### src/rtl/nvs_pkg.sv
package nvs_pkg;
  localparam int KEY_W   = 14;
  localparam int SEQ_LEN = 6;
  localparam int NUM_CMD = 4;

  typedef struct packed {
    logic               hit;
    logic [NUM_CMD-1:0] onehot;
  } cmd_t;

  // Key address expected at each of the first five steps.
  function automatic logic [KEY_W-1:0] key_at(input int idx);
    case (idx)
      0:       key_at = 14'h0E38;
      1:       key_at = 14'h31C7;
      2:       key_at = 14'h03E0;
      3:       key_at = 14'h3C1F;
      default: key_at = 14'h303F;
    endcase
  endfunction

  // Sixth-address decode: store, recall, enable, disable.
  function automatic cmd_t cmd_lookup(input logic [KEY_W-1:0] a);
    cmd_t c;
    c.hit    = 1'b1;
    c.onehot = '0;
    case (a)
      14'h0FC0: c.onehot[0] = 1'b1;
      14'h0C63: c.onehot[1] = 1'b1;
      14'h07F0: c.onehot[2] = 1'b1;
      14'h03F8: c.onehot[3] = 1'b1;
      default:  c.hit = 1'b0;
    endcase
    return c;
  endfunction
endpackage

### src/rtl/nvs_strobe_det.sv
module nvs_strobe_det (
  input  logic clk,
  input  logic rst_n,
  input  logic ce_n,
  input  logic we_n,
  output logic rd_evt,
  output logic wr_evt
);
  logic ce_n_q;

  always_ff @(posedge clk or negedge rst_n) begin
    if (!rst_n) ce_n_q <= 1'b1;
    else        ce_n_q <= ce_n;
  end

  // Read strobe: first cycle with chip enable low while write is inactive.
  assign rd_evt = ce_n_q & ~ce_n & we_n;
  // Any cycle in which a write is active.
  assign wr_evt = ~ce_n & ~we_n;
endmodule

### src/rtl/nvs_key_match.sv
module nvs_key_match
  import nvs_pkg::*;
#(
  parameter int ADDR_W = 15,
  parameter int STEP_W = 3
) (
  input  logic [ADDR_W-1:0]  addr,
  input  logic [STEP_W-1:0]  step,
  output logic               step_hit,
  output logic               first_hit,
  output logic               cmd_hit,
  output logic [NUM_CMD-1:0] cmd_onehot
);
  localparam int NUM_KEYS = SEQ_LEN - 1;

  logic [KEY_W-1:0]    key_bits;
  logic [NUM_KEYS-1:0] key_eq;
  cmd_t                cmd;

  assign key_bits = addr[KEY_W-1:0];

  for (genvar g = 0; g < NUM_KEYS; g++) begin : g_key
    assign key_eq[g] = (key_bits == key_at(g));
  end

  always_comb begin
    step_hit = 1'b0;
    for (int i = 0; i < NUM_KEYS; i++)
      if (step == STEP_W'(i)) step_hit = key_eq[i];
  end

  assign first_hit  = key_eq[0];
  assign cmd        = cmd_lookup(key_bits);
  assign cmd_hit    = cmd.hit;
  assign cmd_onehot = cmd.onehot;
endmodule

### src/rtl/nvs_seq_fsm.sv
module nvs_seq_fsm
  import nvs_pkg::*;
#(
  parameter int STEP_W = 3
) (
  input  logic               clk,
  input  logic               rst_n,
  input  logic               hold,
  input  logic               rd_evt,
  input  logic               wr_evt,
  input  logic               step_hit,
  input  logic               first_hit,
  input  logic               cmd_hit,
  input  logic [NUM_CMD-1:0] cmd_onehot,
  output logic [STEP_W-1:0]  step,
  output logic [NUM_CMD-1:0] cmd_pulse
);
  localparam logic [STEP_W-1:0] LAST = STEP_W'(SEQ_LEN - 1);
  localparam logic [STEP_W-1:0] ONE  = STEP_W'(1);

  always_ff @(posedge clk or negedge rst_n) begin
    if (!rst_n) begin
      step      <= '0;
      cmd_pulse <= '0;
    end else begin
      cmd_pulse <= '0;
      if (hold || wr_evt) begin
        step <= '0;
      end else if (rd_evt) begin
        if (step == LAST) begin
          if (cmd_hit) cmd_pulse <= cmd_onehot;
          step <= (!cmd_hit && first_hit) ? ONE : '0;
        end else if (step_hit) begin
          step <= step + ONE;
        end else begin
          step <= first_hit ? ONE : '0;
        end
      end
    end
  end
endmodule

### src/rtl/nvs_unlock_seq.sv
module nvs_unlock_seq
  import nvs_pkg::*;
#(
  parameter int ADDR_W = 15
) (
  input  logic               clk,
  input  logic               rst_n,
  input  logic               ce_n,
  input  logic               we_n,
  input  logic [ADDR_W-1:0]  addr,
  input  logic               vcc_ok,
  input  logic               seq_busy,
  output logic [NUM_CMD-1:0] cmd_pulse
);
  localparam int STEP_W = $clog2(SEQ_LEN);

  logic               rd_evt;
  logic               wr_evt;
  logic               hold;
  logic               step_hit;
  logic               first_hit;
  logic               cmd_hit;
  logic [NUM_CMD-1:0] cmd_onehot;
  logic [STEP_W-1:0]  seq_step;

  assign hold = ~vcc_ok | seq_busy;

  nvs_strobe_det u_strobe (
    .clk    (clk),
    .rst_n  (rst_n),
    .ce_n   (ce_n),
    .we_n   (we_n),
    .rd_evt (rd_evt),
    .wr_evt (wr_evt)
  );

  nvs_key_match #(.ADDR_W(ADDR_W), .STEP_W(STEP_W)) u_match (
    .addr       (addr),
    .step       (seq_step),
    .step_hit   (step_hit),
    .first_hit  (first_hit),
    .cmd_hit    (cmd_hit),
    .cmd_onehot (cmd_onehot)
  );

  nvs_seq_fsm #(.STEP_W(STEP_W)) u_fsm (
    .clk        (clk),
    .rst_n      (rst_n),
    .hold       (hold),
    .rd_evt     (rd_evt),
    .wr_evt     (wr_evt),
    .step_hit   (step_hit),
    .first_hit  (first_hit),
    .cmd_hit    (cmd_hit),
    .cmd_onehot (cmd_onehot),
    .step       (seq_step),
    .cmd_pulse  (cmd_pulse)
  );
endmodule

### config.mk
export PLATFORM = sky130hd
export DESIGN_NAME = nvs_unlock_seq
export DESIGN_NICKNAME = d
export VERILOG_FILES = /design/src/rtl/nvs_pkg.sv /design/src/rtl/nvs_strobe_det.sv /design/src/rtl/nvs_key_match.sv /design/src/rtl/nvs_seq_fsm.sv /design/src/rtl/nvs_unlock_seq.sv
export SDC_FILE = /design/constraint.sdc
export NUM_CORES = 1
export LEC_CHECK = 0
export ABC_AREA = 1
export BUFFER_PORTS_ARGS = -buffer_cell sky130_fd_sc_hd__buf_2
export CAP_MARGIN = 15
export CORE_MARGIN = 10
export CORE_UTILIZATION = 43
export CTS_CLUSTER_DIAMETER = 80
export CTS_CLUSTER_SIZE = 24
export DETAILED_ROUTE_END_ITERATION = 10
export HOLD_SLACK_MARGIN = 0.12
export PLACE_DENSITY_LB_ADDON = 0.2
export SYNTH_ARGS = -nofsm -noshare
export SYNTH_HDL_FRONTEND = slang
export SYNTH_SLANG_ARGS = --single-unit
export TNS_END_PERCENT = 1
### constraint.sdc
create_clock -name clk -period 1.74 [get_ports clk]
set_input_delay 0.087 -clock clk [delete_from_list [all_inputs] [get_ports clk]]
set_output_delay 0.087 -clock clk [all_outputs]
set_load 0.05 [all_outputs]
==> results of run 1 <==
==> stage by stage <==
stage / total power, mW / setup WS (ns) / cell area (µm²) / setup TNS [ns] / cells
global route: 0.442 / -0.0171 / 967 / -0.0171 / 166
finish: 0.417 / 0.0918 / 967 / 0 / 166
detailed placement: 0.257 / 0.0319 / 876 / 0 / 159
CTS: 0.424 / 0.0157 / 932 / 0 / 166
floorplan: 0.220 / 0.119 / 726 / 0 / 118
global placement: 0.255 / 0.0932 / 876 / 0 / 159
==> power by group through the flow <==
stage | clock [mW] | combinational (mW) | sequential [mW]
2_1_floorplan | 0 | 0.0282 | 0.192
3_3_place_gp | 0 | 0.0637 | 0.192
3_5_place_dp | 0 | 0.0656 | 0.192
4_1_cts | 0.164 | 0.0711 | 0.189
5_1_grt | 0.173 | 0.0814 | 0.188
6_report | 0.157 | 0.0713 | 0.189
==> state kept, by name, indices dropped and copies added, names as in the netlist <==
name             cells
u_strobe.ce_n_q      1
u_fsm.step           3
u_fsm.cmd_pulse      4
==> cell usage in the layout (no fill, tap or decap) <==
master	instances
nand2_1	36
buf_2	23
inv_1	20
nor2_1	20
nand3_1	7
dfrtp_1	7
nor3_1	3
nor2_2	3
nand4_1	3
clkbuf_4	3
dlygate4sd3_1	3
inv_2	2
nor4_1	2
ha_4	2
ha_2	2
buf_4	2
or3b_2	1
or2_4	1
a21oi_2	1
nand3_2	1
a31o_2	1
nand2_2	1
o21ai_0	1
o31ai_2	1
a21oi_1	1
ha_1	1
clkbuf_1	1
dfstp_2	1
==> cells by family (layout without fill, tap and decap cells) <==
family	Yosys count	after routing	synth area share
DFF	8	8	0.278
buffers and inverters	22	54	0.114
AOI/OAI and AO/OA	5	5	0.0552
and+or+nand+nor	78	78	0.467
adders and majority gates	5	5	0.0862
==> worst max-delay path: stages (launching register included) <==
cell and delay, ns:
dfrtp_1 0.39, ha_2 0.20, ha_4 0.16, or2_4 0.23, a21oi_2 0.11, nand2_1 0.07, nand3_2 0.07, nand2_2 0.07
nand2_1 0.07, nand3_1 0.06, nand2_1 0.06, nand2_1 0.05
==> worst max-delay path by stage <==
| stage | from | endpoint | cells after the start |
|---|---|---|---|
| 2_1_floorplan | u_fsm.step[0] | u_fsm.step[0] | 11 |
| 3_3_place_gp | u_fsm.step[0] | u_fsm.step[0] | 11 |
| 5_1_grt | u_fsm.step[1] | u_fsm.step[0] | 11 |
| 4_1_cts | u_fsm.step[0] | u_fsm.step[0] | 11 |
| 6_report | u_fsm.step[1] | u_fsm.step[0] | 11 |
| 3_5_place_dp | u_fsm.step[0] | u_fsm.step[0] | 11 |
==> area by class of cell <==
class	instances	area [µm²]	share of cell area
multi-input cells	88	477	0.493
flip-flops and latches	8	201	0.208
repair buffers	28	160	0.166
inverters	22	82.6	0.0854
clock buffers	4	26.3	0.0272
well taps	16	20.0	0.0207
==> metal layers <==
layer | share of wire | wire length (µm) | global-route usage | vias up
li1 | - | - | - | 429
met1 | 0.45 | 846 | 0.128 | 358
met2 | 0.47 | 892 | 0.180 | 25
met3 | 0.057 | 107 | 0.0206 | 5
met4 | 0.021 | 39 | 0.0586 | 0
met5 | 0 | 0 | 0 | -
==> timing repair <==
action / 4_1_cts / 5_1_grt
endpoints found under the hold margin: 10 / 0
setup endpoints to repair: 0 / 3
hold buffers: 3 / 0
resized for setup: 0 / 10
==> impl_metrics.toml, run 1 <==
[route]
wl_per_cell_um = 11.4
drc = 0
vias = 817
drt_first_iter_violations = 18
routed_wl_um = 1890
drtPass1Iterations = 4
via_per_inst = 4.92
ant_nets = 0

[pwr]
combPwrFrac = 0.171
pwr-share-clk = 0.377
swShare = 0.265
vdd_drop_max_uv = 198
power_switching_mw = 0.110
internal_power_mw = 0.307
p_leak_nw = 0.535
power_frac_seq = 0.452
power_density_mw_per_mm2 = 432

[synth]
ys_warn_count = 0
synthCells = 118
async_flop_share = 1.00
postSynthAreaPerCell_um2 = 6.15
yosysTopAreaCell = "dfrtp_1"
synth_top_cell_area_share = 0.241
syn_nets = 144
synth_edf_count = 0
synth.most_common_cell = "nand2_1"
ys_top_cells_by_area = "dfrtp_1, nand2_1, inv_1, nor2_1, ha_1"
synthTopCellsByCount = "nand2_1, inv_1, nor2_1"
synth_area_um2 = 726
ys_seq_area_frac = 0.278
synthFlopType = "dfrtp_1"
synth_cell_type_count = 20
synth_seq_cells = 8

[timing]
hold_viol = 0
timing.fmax_ghz = 0.607
tightest_slew_ns = 0.291
rsz0062_at_grt = "yes"
period_share = 0.947
timing.slew.headroom = 0.804
whs_ns = 0.133
setup_viol = 0
timing.final.crit_period_ns = 1.65
maxSlewViolCount = 0
finClkSkew_ns = 0.00705

[setup_path]
reg2reg_slack_ns = 0.09
endpoint_kind = "flop"
r2r_end = "u_fsm.step[0]"
required_ns = 1.90
critPathKind = "flop to flop"
r2r-start = "u_fsm.step[1]"
cp_max_fo = 3
crit_arrival_ns = 1.81
reg2reg_depth = 11
cp-start-kind = "flop"

[min_path]
worstHoldPathCells = 3
min_to = "u_fsm.cmd_pulse[1]"
hold_path_class = "input port to flop"
holdCritStartpoint = "addr[6]"

[floorplanning]
num_rows = 14
core_area_mm2 = 0.00156
pin_count = 25
die_w_um = 61.1
die_area_mm2 = 0.00373
fp.dieH_um = 61.1
initial_core_util = 0.465

[global_route]
grt_pass1_vias = 803
track_usage = 0.108
grt_max_degree = 9
grt_overflow_total = 0
grt_pass1_wl_um = 3210
antenna_found_initial = 0

[cells_and_area]
final_util = 0.620
fill_cells = 161
syn2layout_area_growth_pct = 33.3
nets = 177
diodes = 0
drive_gt1_frac = 0.300

[place]
place_hpwl_um = 1610
gp_congestion = 0.921
port_buffers = 23

[cts]
cts_setup_buffers = 0
cts_made_buffers = 3
clockBufferDepth = 2
clk_pin_slew_ns = 0.06
htreeDepth = 1
tritoncts = "yes"
cts_sinks = 8
clk_latency_ns = 0.26
clockRootBuffer = "clkbuf_4"

[job]
drv_cap = 0

[outcome]
status = "finished clean"
No activity file was read; power rests on OpenSTA's default activity.
==> run 2: changes to the inputs <==
--- a/config.mk
+++ b/config.mk
@@ -9,9 +9,9 @@
 export BUFFER_PORTS_ARGS = -buffer_cell sky130_fd_sc_hd__buf_2
 export CAP_MARGIN = 15
 export CORE_MARGIN = 10
-export CORE_UTILIZATION = 43
+export CORE_UTILIZATION = 41
 export CTS_CLUSTER_DIAMETER = 80
-export CTS_CLUSTER_SIZE = 24
+export CTS_CLUSTER_SIZE = 40
 export DETAILED_ROUTE_END_ITERATION = 10
 export HOLD_SLACK_MARGIN = 0.12
 export PLACE_DENSITY_LB_ADDON = 0.2
==> run 2 against run 1 <==
Compared with the run above: global-route usage down 0.89 points; setup slack worse by 0.0086 ns; clock power down 5%; die area up 3.3%; routed wire length down 3.0%; register-to-register slack about the same; count of clock-buffer cells in the layout unchanged.
==> impl_metrics.toml, run 2 (synthesis results as in run 1) <==
[floorplanning]
initial_core_util = 0.425
core_area_mm2 = 0.00171
fp.dieH_um = 62.1
num_rows = 15
pin_count = 25
die_area_mm2 = 0.00385
die_w_um = 62.1

[setup_path]
reg2reg_slack_ns = 0.08
crit_chain = "ha_2, ha_4, or2_4, a21oi_2, nand2_1, nand3_2, nand2_2, buf_4, o31ai_2"
critPathKind = "flop to flop"
cpMaxStageDelayCell = "dfrtp_1"
endpoint_kind = "flop"
required_ns = 1.90
reg2reg_depth = 9
r2r-start = "u_fsm.step[1]"
cp_max_fo = 3
cp-start-kind = "flop"
r2r_end = "u_fsm.step[2]"
crit_arrival_ns = 1.82
max_stage_delay_ns = 0.39

[cts]
clk_latency_ns = 0.25
tritoncts = "yes"
cts_sinks = 8
clk_pin_slew_ns = 0.05
clockRootBuffer = "clkbuf_4"
cts_made_buffers = 3
htreeDepth = 1
clockBufferDepth = 2

[min_path]
hold_path_class = "input port to flop"
worstHoldPathCells = 3
holdCritStartpoint = "addr[6]"
min_to = "u_fsm.cmd_pulse[1]"

[outcome]
status = "finished clean"

[place]
place_hpwl_um = 1570
place_inst = 168
port_buffers = 23
gp_congestion = 0.873

[global_route]
track_usage = 0.0995
grt_pass1_vias = 755
antenna_found_initial = 0
grt_max_degree = 9
grt_pass1_wl_um = 2980
grt_overflow_total = 0

[cells_and_area]
final_cells = 176
final_util = 0.585
layout_commonest_cell = "nand2_1"
fill_cells = 181
largest_reg_flops = 4
largest_register = "u_fsm.cmd_pulse"
syn2layout_area_growth_pct = 37.6
reg_top3 = "u_fsm.cmd_pulse x4, u_fsm.step x3, u_strobe.ce_n_q x1"
diodes = 0
final_cell_mix = "nand2_1, buf_2, inv_1, nor2_1"
drive_gt1_frac = 0.305
final-seq-area_um2 = 201
multi_input_area_um2 = 487
nets = 178

[timing]
timing.slew.headroom = 0.782
timing.fmax_ghz = 0.604
maxSlewViolCount = 0
timing.final.crit_period_ns = 1.66
tightest_slew_ns = 0.324
finalSetupTns_ns = 0
finClkSkew_ns = 0.00273
hold_viol = 0
setup_viol = 0
period_share = 0.952

[route]
via_per_inst = 4.66
ant_nets = 0
drc = 0
routed_wl_um = 1830
drt_first_iter_violations = 20
wl_per_cell_um = 10.4
vias = 820
drtPass1Iterations = 4

[job]
drv_cap = 0

[pwr]
vdd_drop_max_uv = 185
p_leak_nw = 0.541
power_mw = 0.409
power_density_mw_per_mm2 = 409
run 2: cell count changes in the layout (fill, tap and decap cells not counted), sizes merged:
cell	delta
buf	+1
run 2: cell type report:
type	count	share of cell area
multi-input cells	88	0.487
flip-flops and latches	8	0.202
repair buffers	29	0.168
inverters	22	0.0852
well taps	25	0.0313
clock buffers	4	0.0263
run 2: worst max path at each step:
stage / from / end / slack, ns / cells past startpoint
3_5_place_dp: u_fsm.step[0] / u_fsm.step[0] / 0.05 / 11
6_report: u_fsm.step[1] / u_fsm.step[2] / 0.08 / 9
4_1_cts: u_fsm.step[0] / u_fsm.step[0] / 0.04 / 11
2_1_floorplan: u_fsm.step[0] / u_fsm.step[0] / 0.12 / 11
5_1_grt: u_fsm.step[1] / u_fsm.step[0] / -0.006 / 11
3_3_place_gp: u_fsm.step[0] / u_fsm.step[0] / 0.09 / 11
run 2: metal layers:
layer / GRT usage / share of wire
met1: 0.126 / 0.46
met2: 0.161 / 0.46
met3: 0.0142 / 0.061
met4: 0.0478 / 0.015
met5: 0 / 0
run 2: power breakdown:
group	leakage [nW]	switching [mW]	total, mW	internal, mW
combinational	0.418	0.0409	0.0714	0.0305
clock	0.0150	0.0611	0.149	0.0876
sequential	0.108	0.000279	0.189	0.188
run 2: worst max-delay path: cells and delay by family (launching register included):
kind	cells	cell delay [ns]
simple gates	4	0.43
flops	1	0.39
fa+ha+maj	2	0.36
compound gates	2	0.27
buf+inv	1	0.13
run 2: what timing repair did:
action,in CTS,in global routing
buffers inserted,0,1
hold buffers,3,0
endpoints found under the setup margin,0,2
hold endpoints to repair,10,0
resized for setup,0,12
run 2: through the flow:
step,worst slack (ns),area [µm²],hold WS [ns]
floorplan,0.119,726,-0.209
global placement,0.0880,887,-0.0670
detailed placement,0.0541,887,-0.0686
CTS,0.0385,943,0.128
global route,-0.00569,998,0.140
finish,0.0832,998,0.137
